## config.mk

```make
export PLATFORM = sky130hd
export DESIGN_NAME = lhs_warp_issue
export DESIGN_NICKNAME = d
export VERILOG_FILES = /design/src/rtl/lhs_pkg.sv /design/src/rtl/lhs_pend_tracker.sv /design/src/rtl/lhs_rr_arbiter.sv /design/src/rtl/lhs_warp_issue.sv
export SDC_FILE = /design/constraint.sdc
export NUM_CORES = 1
export LEC_CHECK = 0
export ABC_AREA = 1
export BUFFER_PORTS_ARGS = -buffer_cell sky130_fd_sc_hd__buf_2
export CAP_MARGIN = 0
export CORE_MARGIN = 2
export CORE_UTILIZATION = 65
export DETAILED_ROUTE_END_ITERATION = 10
export GPL_ROUTABILITY_DRIVEN = 0
export PLACE_DENSITY_LB_ADDON = 0.3
export SETUP_SLACK_MARGIN = 0.3
export SLEW_MARGIN = 10
export SYNTH_ARGS = -nofsm -noshare
export SYNTH_HDL_FRONTEND = slang
export SYNTH_SLANG_ARGS = --single-unit
```

## constraint.sdc

```tcl
create_clock -name clk -period 5.32 [get_ports clk]
set_input_delay 0 -clock clk [delete_from_list [all_inputs] [get_ports clk]]
set_output_delay 0 -clock clk [all_outputs]
set_load 0.05 [all_outputs]
```

## src/rtl/lhs_pkg.sv

```systemverilog
package lhs_pkg;

    typedef enum logic {
        PS_CLEAR   = 1'b0,
        PS_WAITING = 1'b1
    } pend_state_e;

endpackage

```

## src/rtl/lhs_pend_tracker.sv

```systemverilog
module lhs_pend_tracker
    import lhs_pkg::*;
#(
    parameter int PEND_W = 3
) (
    input  logic              clk,
    input  logic              rst_n,
    input  logic              inc_i,
    input  logic              dec_i,
    output logic [PEND_W-1:0] cnt_o,
    output logic              clear_o
);

    localparam logic [PEND_W-1:0] CNT_MAX = {PEND_W{1'b1}};
    localparam logic [PEND_W-1:0] CNT_ONE = PEND_W'(1);

    pend_state_e       state_q, state_d;
    logic [PEND_W-1:0] cnt_q, cnt_d;
    logic              inc_only, dec_only;

    assign inc_only = inc_i && !dec_i;
    assign dec_only = dec_i && !inc_i;

    // next count: saturating up, floored down, unchanged on a collision
    always_comb begin
        cnt_d = cnt_q;
        if (inc_only && cnt_q != CNT_MAX) begin
            cnt_d = cnt_q + CNT_ONE;
        end else if (dec_only && cnt_q != '0) begin
            cnt_d = cnt_q - CNT_ONE;
        end
    end

    // transitions go_wait / go_clear
    always_comb begin
        state_d = state_q;
        unique case (state_q)
            PS_CLEAR: begin
                if (inc_only) begin
                    state_d = PS_WAITING;
                end
            end
            PS_WAITING: begin
                if (dec_only && cnt_q == CNT_ONE) begin
                    state_d = PS_CLEAR;
                end
            end
            default: state_d = PS_CLEAR;
        endcase
    end

    // state register
    always_ff @(posedge clk) begin
        if (!rst_n) begin
            state_q <= PS_CLEAR;
            cnt_q   <= '0;
        end else begin
            state_q <= state_d;
            cnt_q   <= cnt_d;
        end
    end

    // outputs
    always_comb begin
        cnt_o   = cnt_q;
        clear_o = 1'b0;
        unique case (state_q)
            PS_CLEAR:   clear_o = 1'b1;
            PS_WAITING: clear_o = 1'b0;
            default:    clear_o = 1'b0;
        endcase
    end

endmodule

```

## src/rtl/lhs_rr_arbiter.sv

```systemverilog
module lhs_rr_arbiter #(
    parameter int NUM_WARPS = 8,
    parameter int ID_W      = $clog2(NUM_WARPS)
) (
    input  logic                 clk,
    input  logic                 rst_n,
    input  logic [NUM_WARPS-1:0] ready_i,
    output logic                 grant_vld_o,
    output logic [ID_W-1:0]      grant_id_o,
    output logic [ID_W-1:0]      last_id_o
);

    localparam logic [ID_W-1:0] LAST_RESET = ID_W'(NUM_WARPS - 1);

    logic [ID_W-1:0] last_q;
    logic [ID_W-1:0] pick;
    logic            found;

    // scan from last_q+1 upward, wrapping
    always_comb begin
        found = 1'b0;
        pick  = '0;
        for (int k = 1; k <= NUM_WARPS; k++) begin
            logic [ID_W-1:0] cand;
            cand = ID_W'((int'(last_q) + k) % NUM_WARPS);
            if (!found && ready_i[cand]) begin
                found = 1'b1;
                pick  = cand;
            end
        end
    end

    always_ff @(posedge clk) begin
        if (!rst_n) begin
            last_q <= LAST_RESET;
        end else if (found) begin
            last_q <= pick;
        end
    end

    assign grant_vld_o = found;
    assign grant_id_o  = pick;
    assign last_id_o   = last_q;

endmodule

```

## src/rtl/lhs_warp_issue.sv

```systemverilog
module lhs_warp_issue #(
    parameter int NUM_WARPS = 8,
    parameter int PEND_W    = 3,
    parameter int ID_W      = $clog2(NUM_WARPS)
) (
    input  logic                 clk,
    input  logic                 rst_n,
    input  logic [NUM_WARPS-1:0] resident_mask,
    input  logic [NUM_WARPS-1:0] barrier_hold,
    input  logic                 pend_inc_vld,
    input  logic [ID_W-1:0]      pend_inc_id,
    input  logic                 pend_dec_vld,
    input  logic [ID_W-1:0]      pend_dec_id,
    output logic                 issue_vld,
    output logic [ID_W-1:0]      issue_id
);

    localparam int CNT_BITS = NUM_WARPS * PEND_W;

    logic [NUM_WARPS-1:0] inc_hit;
    logic [NUM_WARPS-1:0] dec_hit;
    logic [NUM_WARPS-1:0] clear_vec;
    logic [NUM_WARPS-1:0] ready_vec;
    logic [CNT_BITS-1:0]  pend_cnt_flat;
    logic [ID_W-1:0]      last_id;

    for (genvar w = 0; w < NUM_WARPS; w++) begin : g_warp
        assign inc_hit[w] = pend_inc_vld && (pend_inc_id == ID_W'(w));
        assign dec_hit[w] = pend_dec_vld && (pend_dec_id == ID_W'(w));

        lhs_pend_tracker #(
            .PEND_W (PEND_W)
        ) u_trk (
            .clk     (clk),
            .rst_n   (rst_n),
            .inc_i   (inc_hit[w]),
            .dec_i   (dec_hit[w]),
            .cnt_o   (pend_cnt_flat[w*PEND_W +: PEND_W]),
            .clear_o (clear_vec[w])
        );

        assign ready_vec[w] = resident_mask[w] && !barrier_hold[w] && clear_vec[w];
    end

    lhs_rr_arbiter #(
        .NUM_WARPS (NUM_WARPS),
        .ID_W      (ID_W)
    ) u_arb (
        .clk         (clk),
        .rst_n       (rst_n),
        .ready_i     (ready_vec),
        .grant_vld_o (issue_vld),
        .grant_id_o  (issue_id),
        .last_id_o   (last_id)
    );

endmodule

```

## Yosys cells after proc, flatten, opt, wreduce, memory -nomap -nowiden

Index checks and enable logic that the tools add are counted.

- Word-level logic and storage cells: 295
- Input bits: 26
- Output and inout bits: 4
- Register bits: 35

- Muxes and demuxes: 80
- $lt $le $gt $ge: 8
- Bitwise gates (word level): 8
- $add $sub $neg: 24
- Equality and inequality tests: 30
- Reductions and logical operators: 128

Operator list:

| cell | number |
|---|---|
| $logic_and A1 B1 Y1 | 79 |
| $mux W3 | 24 |
| $lt A3 B4 Y1 const B | 8 |
| $mux W1 | 32 |
| $pmux W1 S2 | 16 |
| $logic_not A1 Y1 | 31 |
| $add A3 B1 Y3 const B | 10 |
| $eq A3 B1 Y1 const B | 10 |
| $bmux W1 S3 | 8 |
| $eq A3 B3 Y1 const B | 8 |
| $ne A3 B3 Y1 const B | 8 |
| $reduce_bool A3 Y1 | 8 |
| $sub A3 B1 Y3 const B | 8 |
| $reduce_bool A2 Y1 | 8 |
| $add A3 B3 Y3 const B | 4 |
| $eq A3 B2 Y1 const B | 4 |
| $not A1 Y1 | 8 |
| $add A3 B2 Y3 const B | 2 |
| $logic_not A3 Y1 | 2 |

## Longest topological paths before layout

Gate-level depths: netlist of run 1.

- Word-level depth: 27
- Mapped depth: 16
- Mapped depth without buffers: 15

## Modules after synthesis

Synthesis of run 1 repeated with hierarchy kept, for this count alone.

- Cell total of the unflattened synthesis: 615
- Area total of the unflattened synthesis: 3,608.5 um^2

By module, submodules not included:

| module | times used | area an instance (um^2) | cells an instance | seq. area each (um^2) |
|---|---|---|---|---|
| lhs_pend_tracker | 8 | 319.1 | 52 | 80.1 |
| lhs_rr_arbiter | 1 | 868.3 | 149 | 60.1 |
| lhs_warp_issue | 1 | 187.7 | 50 | 0.0 |

## Worst setup path after synthesis of run 1

No wires, ideal clock.

- Path kind: flip-flop to output port
- Start point: register u_arb.last_q[0] (netlist: u_arb.last_id_o[0])
- End point: output port issue_id[1]
- Setup slack: 2.941 ns
- Path buffers: 2
- Data required time: 5.320 ns
- Stages on the path, launching flop included: 16
- Arrival: 2.379 ns
- Cell sequence: dfxtp_1 inv_2 buf_6 ha_1 buf_2 inv_2 nand3_1 nand3_2 nand2_2 nor2_4 nand4_4 nor2_4 nand2_2 nor2_2 nand2_1 nand2_1

- Word-level cells in the longest chain between the ends: 25
- Elaborated cells on any way between the ends: 53
- Classes of those cells: 8 x add/sub; 31 x mux; 14 x reduce/logical

RTL lines:

| what | RTL line | source |
|---|---|---|
| start: declaration | lhs_rr_arbiter.sv:15 | `logic [ID_W-1:0] last_q;` |
| start signal: assignment | lhs_rr_arbiter.sv:37 | `last_q <= pick;` |
| $add A3 B1 Y3 | lhs_rr_arbiter.sv:25 | `cand = ID_W'((int'(last_q) + k) % NUM_WARPS);` |
| $bmux W1 S3 | lhs_rr_arbiter.sv:26 | `if (!found && ready_i[cand]) begin` |
| $mux W1 (not written as such) | lhs_rr_arbiter.sv:26 |  |
| $mux W1 | lhs_rr_arbiter.sv:26 |  |
| $logic_not A1 Y1 | lhs_rr_arbiter.sv:26 |  |
| $logic_and A1 B1 Y1 | lhs_rr_arbiter.sv:26 |  |
| $mux W1 | lhs_rr_arbiter.sv:26 |  |
| $logic_not A1 Y1 | lhs_rr_arbiter.sv:26 |  |
| [9 not listed] | - |  |
| $logic_and A1 B1 Y1 | lhs_rr_arbiter.sv:26 |  |
| $mux W1 | lhs_rr_arbiter.sv:26 |  |
| $logic_not A1 Y1 | lhs_rr_arbiter.sv:26 |  |
| $logic_and A1 B1 Y1 | lhs_rr_arbiter.sv:26 |  |
| $mux W1 | lhs_rr_arbiter.sv:26 |  |
| $logic_not A1 Y1 | lhs_rr_arbiter.sv:26 |  |
| $logic_and A1 B1 Y1 | lhs_rr_arbiter.sv:26 |  |
| $mux W3 (*) | lhs_rr_arbiter.sv:26 |  |
| end: declaration | lhs_warp_issue.sv:15 | `output logic [ID_W-1:0] issue_id` |

Mark *: on every way between the ends. The rest lies on a longest branch, timed or not. The select of a mux whose other input is x is not followed.

## Worst setup path in the final report of run 1

Ends and elaborated chain as after synthesis.

==> results of run 1 <==
==> power by group <==
part | internal (mW) | total (mW) | switching, mW | leakage, nW
registers | 0.284 | 0.333 | 0.0491 | 0.285
clock network | 0.152 | 0.252 | 0.100 | 0.0612
logic | 0.318 | 1.10 | 0.786 | 1.49
total | 0.753 | 1.69 | 0.935 | 1.83
==> cell families (layout without fill, tap and decap cells) <==
| logic type | count (synthesis) | count (layout) |
|---|---|---|
| DFF | 35 | 35 |
| xor gates and xnor gates | 9 | 9 |
| AOI/OAI and AO/OA | 72 | 72 |
| adders and majority gates | 42 | 42 |
| and+or+nand+nor | 239 | 239 |
| buffers and inverters | 101 | 130 |
==> layer usage <==
metal	global-route usage, %	vias up
met1	32.9	1528
met5	0	-
met2	50.5	109
met4	10.9	0
met3	4.88	17
li1	-	1666
==> worst max-delay path, cell delays in order (launching register included) <==
cell and delay, ns:
dfxtp_1 0.67, inv_2 0.26, ha_1 0.50, inv_2 0.18
nand3_2 0.11, nand3_2 0.10, nand2_2 0.09, nor2_4 0.15
nand4_4 0.11, nor2_4 0.16, nand2_2 0.08, nor2_2 0.13
nand2_1 0.09, nand2_1 0.10, buf_2 0.26
==> synth_stat cells <==
cell type  instances  area share (%)
inv_2              6            0.70
xnor2_1            3            0.81
nor2_4             2            0.70
o211ai_1           9             2.1
nand3_1           53             8.2
nor2_2             1            0.19
a21oi_1           21             3.2
a221oi_1           1            0.27
o21ai_0           24             3.7
nand3_2            5             1.5
nor3b_1            1            0.23
nand4_2            2            0.77
nor2_1            46             5.3
buf_2              2            0.31
buf_6              1            0.35
clkbuf_1           1            0.12
nand4_4            1            0.66
nand2_2            3            0.58
nor3_1             4            0.62
a31oi_1           12             2.3
xor2_2             1            0.50
nand4_1            9             1.7
o21ai_1            1            0.15
dfxtp_1           35              22
buf_4              2            0.46
ha_1              42              16
o2111ai_1          1            0.27
nand2_1          109              13
inv_1             87              10
xor2_4             1            0.85
buf_1              2            0.23
or2_2              3            0.58
o2bb2ai_1          2            0.54
o21a_1             1            0.23
xor2_1             4             1.1
==> through the flow <==
step / util [%] / total power [mW] / setup slack, ns / instances / area [sq um]
final: 74.4 / 1.69 / 2.04 / 594 / 3540
after global routing: 74.4 / 1.81 / 1.88 / 594 / 3540
after CTS: 74.4 / 1.67 / 2.10 / 594 / 3540
after detailed placement: 71.9 / 1.42 / 2.43 / 586 / 3420
after global placement: 71.9 / 1.38 / 2.56 / 586 / 3420
after floorplan: - / 1.22 / 2.94 / 498 / 3240
==> sequential cells by signal (all words and copies together) (netlist names) <==
| name | cells |
|---|---|
| g_warp.u_trk.cnt_o | 24 |
| g_warp.u_trk.state_q | 8 |
| u_arb.last_id_o | 3 |
==> worst min-delay path by stage <==
| stage | start | endpoint | cells after the start |
|---|---|---|---|
| 6_report | pend_inc_id[1] | g_warp[6].u_trk.state_q | 5 |
| 2_1_floorplan | pend_inc_id[1] | g_warp[7].u_trk.state_q | 4 |
| 3_3_place_gp | pend_inc_id[1] | g_warp[6].u_trk.state_q | 5 |
| 4_1_cts | pend_inc_id[1] | g_warp[6].u_trk.state_q | 5 |
| 3_5_place_dp | pend_inc_id[1] | g_warp[6].u_trk.state_q | 5 |
| 5_1_grt | pend_inc_id[0] | g_warp[0].u_trk.state_q | 6 |
==> cells in the final DEF (no fill, tap or decap), types with 2 or more instances in the layout <==
| cell | instances |
|---|---|
| xnor2_1 | 3 |
| inv_2 | 6 |
| inv_1 | 87 |
| o2bb2ai_1 | 2 |
| clkbuf_8 | 6 |
| nand3_2 | 5 |
| nor3_1 | 4 |
| a21oi_1 | 21 |
| buf_2 | 29 |
| o21ai_0 | 24 |
| o211ai_1 | 9 |
| nand4_1 | 9 |
| nand2_2 | 3 |
| or2_2 | 3 |
| nand3_1 | 53 |
| ha_1 | 42 |
| nor2_4 | 2 |
| xor2_1 | 4 |
| a31oi_1 | 12 |
| nand4_2 | 2 |
| nor2_1 | 46 |
| dfxtp_1 | 35 |
| nand2_1 | 109 |
==> final cells by class <==
class	instances	area, sq um	area share, %
multi-input cells	362	2140	60.5
clock buffers	6	82.6	2.34
repair buffers	29	145	4.10
inverters	93	349	9.87
clock inverters	2	35.0	0.991
flip-flops and latches	35	701	19.8
well taps	67	83.8	2.37
==> results.md, run 1 <==
* Post-synthesis compound-gate area fraction at 12.8%
* Post-CTS Hold Fix Bufs at 0
* Metal1 wirelength at 3170 um
* Initial Utilization at approximately 70%
* Cell Area, Synth at 3240 sq um
* Main combinational cell family by area after synthesis: simple AND/OR/NAND/NOR gates
* Vias in the first global route at between 2,000 and 3,000
* First-pass GRT wire length at 12,200 um
* Yosys reg bits at 35
* Synth Area in XOR/XNOR at under 10%
* Simple-Gate Fraction of Synth Area at 33.8%
* Uppermost layer routed: met4
* Drt wl/cell at between 10 and 15 um
* Die width at ~75 um
* Antenna diode count at 0
* H-tree lvl count at 2
* CTS tree: built
* Die Y at 74.6 um
* Via count normalized by instance count at around 5.6
* Remaining global-route overflow at 0
* Final setup violation count at 0
* Crit path to: issue_id[1]
* Slew Viols, Final at 0
* Element type at the critical path start: flop
* R2R Path Start: u_arb.last_id_o[0]
* Slew headroom at 63.1%
* Worst Path Arrival at 3.28 ns
* RSZ-0062 raised after global routing: no
* Hold slack at 0.138 ns
* Sequential cell area fraction in the yosys report at roughly 22%
* Core box area at about 4800 sq um
* Met3 routed WL at about 400 um
* Cells after Synth at ~500
* Setup TNS Final at 0 ns
* HPWL Detailed at 5800 um
* Hold Path Class: primary input to flop
* Crit Path Class: flop to output pin
* CTS Sinks at 35
* Initial antenna violation count at 0
* Port-buffer cells at 29
* Via count at between 3,000 and 4,000
* Total CTS buffers at 5
* Post-Syn Nets at approximately 570
* Fin crit share at between 60 and 70%
* Worst-path clk slew at approximately 0.070 ns
* Area of the die at 5560 sq um
* Mux contribution to synthesized area at 0%
* Area grow syn2layout at 9.24%
* Tightest Pin Transition at 0.553 ns
* Final Skew at 0.0109 ns
* Worst-Skew Late Latency at about 0.3 ns
* DR pass1 iterations at 5
* I/O Pins at 30
* Cell variety after synth at 35
* # rows at 25
* Final hold vios at 0
* Share of layout cells above drive strength 1 at 11.8%
* Routed wl met2 at 3730 um
* DRC errors left at 0
* Nets at slightly below 600
* Critical path capture point type: output pin
* Drt total wl at 7470 um
* Cell at the root of the clock tree: clkbuf_8
* Max Root-Sink Buffers at 2
* Peak supply drop at approximately 0.33 mV
* Power density over the cells at 477 nW/um^2
* Crit path from: u_arb.last_id_o[0]
* Worst R2R Path Depth at 13
* Pleak at approximately 1.8 nW
* Reg2Reg Setup Slack at 2.52 ns
* Crit path max fanout at 16
* Max Freq at about 0.3 GHz
* Global Route Usage Sum at approximately 28%
* Final Critical Period at ~3.3 ns
* Avg Inst Size Synth at 6.50 sq um
* # resized after CTS at 0
* Max cap viols at 0
* DRT iter0 DRCs at 213
* Yosys synthesis warning count at 0
* Status: completed
* Antenna-violating nets left at 0
* Synth Area in Adders at between 15 and 20%
* Critical Path RT at approximately 5.3 ns
* Worst r2r dst: u_arb.last_id_o[1]
* Fillcell total at ~400
* Largest net degree at the start of global routing at 31
* Post-CTS Setup Inserts at 0
Power figures use the tool's default switching activity.
==> run 2: changes to the inputs <==
Settings changed: ABC_AREA 1 to 0, CORE_UTILIZATION 65 to 55.
Clock period 5.32 ns to 3 ns, I/O delays scaled along.
==> results.md, run 2 <==
* Peak supply drop at 1.36 mV (+310%)
* Largest register FFs at 24 (unchanged)
* Core box area at 6390 sq um (+34%)
* Yosys synthesis warning count at 0 (unchanged)
* Area of the die at 7280 sq um (+31%)
* EDFF count, synth at 0 (unchanged)
* Final Critical Period at about 3 ns
* Post-Syn Nets at 503 (-11%)
* Cell at the root of the clock tree: clkbuf_8
* Vias in the first global route at 3,328 (+12%)
* Max Freq at around 0.33 GHz
* Critical Path RT at 3.00 ns (-2.32 ns)
* Drt total wl at 9720 um (+30%)
* Via count normalized by instance count at 6.24 (+12%)
* Die Y at 85.3 um (+14%)
* Max cap viols at 0 (unchanged)
* Port-buffer cells at 29 (unchanged)
* Crit Path Class: flop to output pin
* Synth Flop Type: dfxtp_1
* Yosys reg bits at 35 (unchanged)
* DRC errors left at 0 (unchanged)
* R2R Path Start: u_arb.last_id_o[0]
* Ys async rst share at 0% (unchanged)
* Largest net degree at the start of global routing at 30 (-3.2%)
* Total CTS buffers at 5 (unchanged)
* Cell variety after synth at 76 (+120%)
* Status: finished, violations left
* Worst path slowest cell: mux4_2
* Cell Area, Synth at 3640 sq um (+12%)
* Crit path max fanout at 6 (-10)
* Final Skew at 0.00800 ns (-0.00287 ns)
* RSZ-0062 raised after global routing: yes
* Crit path from: u_arb.last_id_o[0]
* Hold Path Sink: g_warp[5].u_trk.state_q
* Initial antenna violation count at 0 (unchanged)
* Worst path max stage delay at 0.52 ns (-0.15 ns)
* Area grow syn2layout at 21.2%
* CTS tree: built
* Reg2Reg Setup Slack at 0.11 ns (-2.41 ns)
* Top post-synthesis cells by area: dfxtp_1 (19%), ha_1 (14%), mux2i_1 (5.0%)
* Pleak at 1.74 nW (-5.1%)
* Via count at 3,472 (+4.6%)
* Pre-CTS setup slack at 0.0583 ns (-2.37 ns)
* Element type at the critical path start: flop
* Sequential cell area fraction in the yosys report at 19.3% (-2.4 points)
* Initial Utilization at 56.9% (-11 points)
* Hold slack at 0.153 ns (+0.0148 ns)
* Tightest Pin Transition at 0.986 ns (+0.432 ns)
* Die width at 85.3 um (+14%)
* Most frequent cell after synthesis: ha_1
* Final setup violation count at 3 (+3)
* Worst Path Arrival at 3.04 ns (-0.24 ns)
* Antenna diode count at 0 (unchanged)
* # rows at 29 (+16%)
* Worst-path clk slew at 0.08 ns (about the same)
* Power density over the cells at 943 nW/um^2 (+97%)
* I/O Pins at 30 (unchanged)
* Hold depth at 3 (-2)
* Final WS setup at -0.0379 ns (-2.08 ns)
* First-pass GRT wire length at 15,200 um (+24%)
* Drt wl/cell at 17.5 um (+39%)
* H-tree lvl count at 2 (unchanged)
* Remaining global-route overflow at 0 (unchanged)
* Critical path capture point type: output pin
* Failing checks: negative setup slack
* Fin crit share at 101%
* Design area at 4410 sq um (+25%)
* Most frequent cells in the layout: ha_1 (41), nor2_1 (40), nand2_1 (33), dfxtp_1 (33), inv_1 (28)
* Antenna-violating nets left at 0 (unchanged)
* Setup TNS Final at -0.0604 ns (-0.0604 ns)
* Commonest non-fill, non-tap cell in the layout: ha_1
* Synth top area share at 19.3% (-2.4 points)
* CTS Sinks at 35 (unchanged)
* Global Route Usage Sum at 25.6% (-2.5 points)
* Worst r2r dst: u_arb.last_id_o[2]
* HPWL Detailed at 6920 um (+19%)
* DRT iter0 DRCs at 204 (-4.2%)
* Worst-Skew Late Latency at 0.29 ns (about the same)
* Share of layout cells above drive strength 1 at 25.1% (+13 points)
* Critical path, cell by cell: inv_6 > ha_4 > buf_8 > nor4b_4 > or2_4 > mux4_2 > a211oi_4 > nand3_2 > or3_4 > o21ai_4 > buf_6
* Nets at 546 (-8.1%)
* DR pass1 iterations at 4 (-1)
* Hold Path Origin: pend_inc_id[2]
* Slew headroom at 34.2% (-29 points)
* Cells after Synth at 435 (-13%)
* Max Root-Sink Buffers at 2 (unchanged)
* Final hold vios at 0 (unchanged)
* Top cells by count, synth: ha_1 (42), nor2_1 (41), dfxtp_1 (35), nand2_1 (34), inv_1 (30)
* Cell taking the most area after synthesis: dfxtp_1
* Cell Area, Placed at 3960 sq um (+16%)
* Avg Inst Size Synth at 8.36 sq um (+29%)
* Worst R2R Path Depth at 12 (-1)
* Hold Path Class: primary input to flop
* Overall Power at 4.16 mW (+150%)
* Slew Viols, Final at 0 (unchanged)
## run 2: cell families (layout without fill, tap and decap cells)
family	count (synthesis)	count (layout)	share of synthesized area, %
adders and majority gates	42	42	14.5
DFF	35	35	19.3
xor gates and xnor gates	18	18	4.34
buffers and inverters	50	94	5.75
muxes	29	29	11.4
AOI/OAI and AO/OA	96	96	19.4
and+or+nand+nor	165	165	25.4
## run 2: power breakdown
part / switching (mW) / internal, mW / leakage [nW]
combinational: 1.79 / 1.48 / 1.41
sequential: 0.0478 / 0.507 / 0.285
clock: 0.177 / 0.163 / 0.0422
## run 2: how the worst max path moves through the flow
stage	to
CTS	issue_id[1]
floorplan	issue_id[1]
global placement	issue_id[1]
finish	issue_id[1]
global route	issue_id[0]
detailed placement	issue_id[1]
## run 2: timing repair
item	4_1_cts	5_1_grt
hold endpoints to repair	1	0
hold buffers	1	0
setup endpoints to repair	7	7
pin swaps	4	19
buffers inserted	4	9
cloned	0	0
gates resized for setup	24	30
## run 2: routing by layer
metal  global-route usage, %  vias up  wire length (um)
met2                    45.9      116              4940
met5                       0        -                 0
li1                        -     1687                 -
met1                    30.4     1630              3960
met3                    3.50       39               468
met4                    10.5        0               354
## run 2: through the flow
step	utilization [%]	instances
after floorplan	-	435
after global placement	62.0	534
after detailed placement	62.0	534
after CTS	65.4	547
after global routing	69.0	556
final	69.0	556
## run 2: final cells by class
class                           count  area [sq um]
Timing Repair Buffer               55           402
Clock inverter                      1          5.00
Inverter                           31           129
Multi-Input combinational cell    350          2990
Sequential cell                    35           708
Fill cell                         529          1980
Tap cell                           77          96.3
Clock buffer                        7          76.3
## run 2: critical path: cells and delay by family (launching register included)
family,cells,cell delay [ns]
flops,1,0.38
buf+inv,3,0.36
simple gates,4,0.80
mux,1,0.52
fa+ha+maj,1,0.30
compound gates,2,0.39
==> run 3: changes to the inputs <==
Settings changed: CAP_MARGIN 0 to 20, GPL_TIMING_DRIVEN set to 0.
==> results.md, run 3 (same netlist as run 2, synthesis figures left out) <==
* Status: finished, violations left
* Failing checks: negative setup slack
* Max Freq at 0.306 GHz (-6.9%)
* Setup TNS Final at -0.718 ns (-0.658 ns)
* Core box area at 6390 sq um (unchanged)
* Remaining global-route overflow at 0 (unchanged)
* Via count at 3,573 (+2.9%)
* Post-layout util at 70.4% (+1.3 points)
* Drt wl/cell at 17.7 um (+1.3%)
* Grt met2 use at 50.5% (+4.6 points)
* Largest net degree at the start of global routing at 11 (-63%)
* CTS tree: built
* Overall Power at 4.38 mW (+5.5%)
* Worst-Skew Late Latency at 0.28 ns (about the same)
* # rows at 29 (unchanged)
* Peak supply drop at 1.37 mV (+0.75%)
* Tightest Pin Transition at 1.01 ns (+0.0229 ns)
* Vias in the first global route at 3,559 (+6.9%)
* Pleak at 1.77 nW (+1.9%)
* Largest register FFs at 24 (unchanged)
* HPWL Detailed at 7180 um (+3.7%)
* Final Skew at 0.00941 ns (+0.00141 ns)
* Reg2Reg Setup Slack at -0.05 ns (-0.16 ns)
* DRC errors left at 0 (unchanged)
* Max Root-Sink Buffers at 2 (unchanged)
* Initial Utilization at 56.9% (unchanged)
* DRT iter0 DRCs at 244 (+20%)
* M1 GR Usage at 32.4% (+1.9 points)
* Slew Viols, Final at 0 (unchanged)
* Final hold vios at 0 (unchanged)
* CTS Sinks at 35 (unchanged)
* Share of layout cells above drive strength 1 at 25.7% (+0.66 points)
* Max cap viols at 0 (unchanged)
* Nets at 557 (+2.0%)
* Port-buffer cells at 27 (-6.9%)
* Total CTS buffers at 5 (unchanged)
* Initial antenna violation count at 0 (unchanged)
* RSZ-0062 raised after global routing: yes
* DR pass1 iterations at 5 (+1)
* Element type at the critical path start: flop
* Final WS setup at -0.263 ns (-0.225 ns)
* Drt total wl at 10,000 um (+3.3%)
* GR Util met3 at 4.28% (+0.78 points)
* Power density over the cells at 975 nW/um^2 (+3.5%)
* Critical path capture point type: output pin
* Worst Path Arrival at 3.26 ns (+0.22 ns)
* Hold Path Class: primary input to flop
* Most frequent cells in the layout: ha_1 (41), nor2_1 (40), nand2_1 (33), dfxtp_1 (33)
* Fin crit share at 109% (+7.5 points)
* Gr busiest metal: met2
* H-tree lvl count at 2 (unchanged)
* I/O Pins at 30 (unchanged)
* Via count normalized by instance count at 6.30 (+0.91%)
* Cell at the root of the clock tree: clkbuf_8
* Area grow syn2layout at 23.6%
* Worst-path clk slew at 0.07 ns (about the same)
* Crit path max fanout at 8 (+2)
* Crit Path Class: flop to output pin
* Global Route Usage Sum at 27.9% (+2.3 points)
* Die Y at 85.3 um (unchanged)
* Antenna diode count at 0 (unchanged)
* Commonest non-fill, non-tap cell in the layout: ha_1
* Antenna-violating nets left at 0 (unchanged)
* Critical Path RT at 3.00 ns (about the same)
* Final setup violation count at 6 (+3)
* Die width at 85.3 um (unchanged)
* Final Critical Period at 3.26 ns (+0.225 ns)
* Area of the die at 7280 sq um (unchanged)
* First-pass GRT wire length at 16,400 um (+7.6%)
* Slew headroom at 31.0% (-3.2 points)
[run 3: final timing paths]
check                                               end  depth (start not counted)                    start
worst max register to register       u_arb.last_id_o[2]                         13       u_arb.last_id_o[0]
worst max-delay path                        issue_id[1]                         13       u_arb.last_id_o[0]
worst min register to register  g_warp[1].u_trk.state_q                          2  g_warp[1].u_trk.state_q
worst min-delay path            g_warp[5].u_trk.state_q                          3           pend_inc_id[2]
[run 3: worst max-delay path, stage by stage (launching register included)]
cell and delay (ns):
dfxtp_2 0.35, buf_8 0.12, inv_8 0.03, buf_8 0.11
ha_4 0.23, buf_12 0.14, nor4bb_4 0.16, or2_1 0.24
mux4_2 0.52, a211oi_4 0.26, nand3_2 0.11, or3_4 0.40
o21ai_4 0.13, buf_6 0.17
[run 3: stage by stage]
step / setup slack [ns] / hold WS [ns] / instance area (sq um) / instances
4_1_cts: -0.232 / 0.153 / 4390 / 567
3_5_place_dp: -0.323 / 0.288 / 3980 / 539
6_report: -0.263 / 0.176 / 4490 / 567
2_1_floorplan: -0.0399 / 0.0718 / 3750 / 435
3_3_place_gp: -0.286 / 0.287 / 3980 / 539
5_1_grt: -0.349 / 0.180 / 4490 / 567
[run 3: layout make-up]
cell class / count / area (sq um)
clock inverter: 1 / 5.00
multi-input combinational: 350 / 2980
fill: 503 / 1890
inverter: 31 / 139
tap: 77 / 96.3
timing repair buffer: 47 / 335
sequential: 35 / 703
buffer: 19 / 156
clock buffer: 7 / 76.3
[run 3: routing by layer]
metal | part of all wire, % | wire length, um
met1 | 38 | 3840
met2 | 53 | 5320
met3 | 6.2 | 618
met4 | 2.7 | 271
met5 | 0 | 0
[run 3: where the power goes]
part | switching [mW] | internal (mW) | total, mW
clock network | 0.172 | 0.163 | 0.335
registers | 0.0265 | 0.502 | 0.529
logic | 1.88 | 1.64 | 3.52
[run 3: what timing repair did]
item	4_1_cts	5_1_grt
endpoints found under the setup margin	7	7
hold buffers	1	0
buffers inserted	19	0
gates cloned	0	0
pin swaps	15	2
resized for setup	41	18
endpoints found under the hold margin	1	0
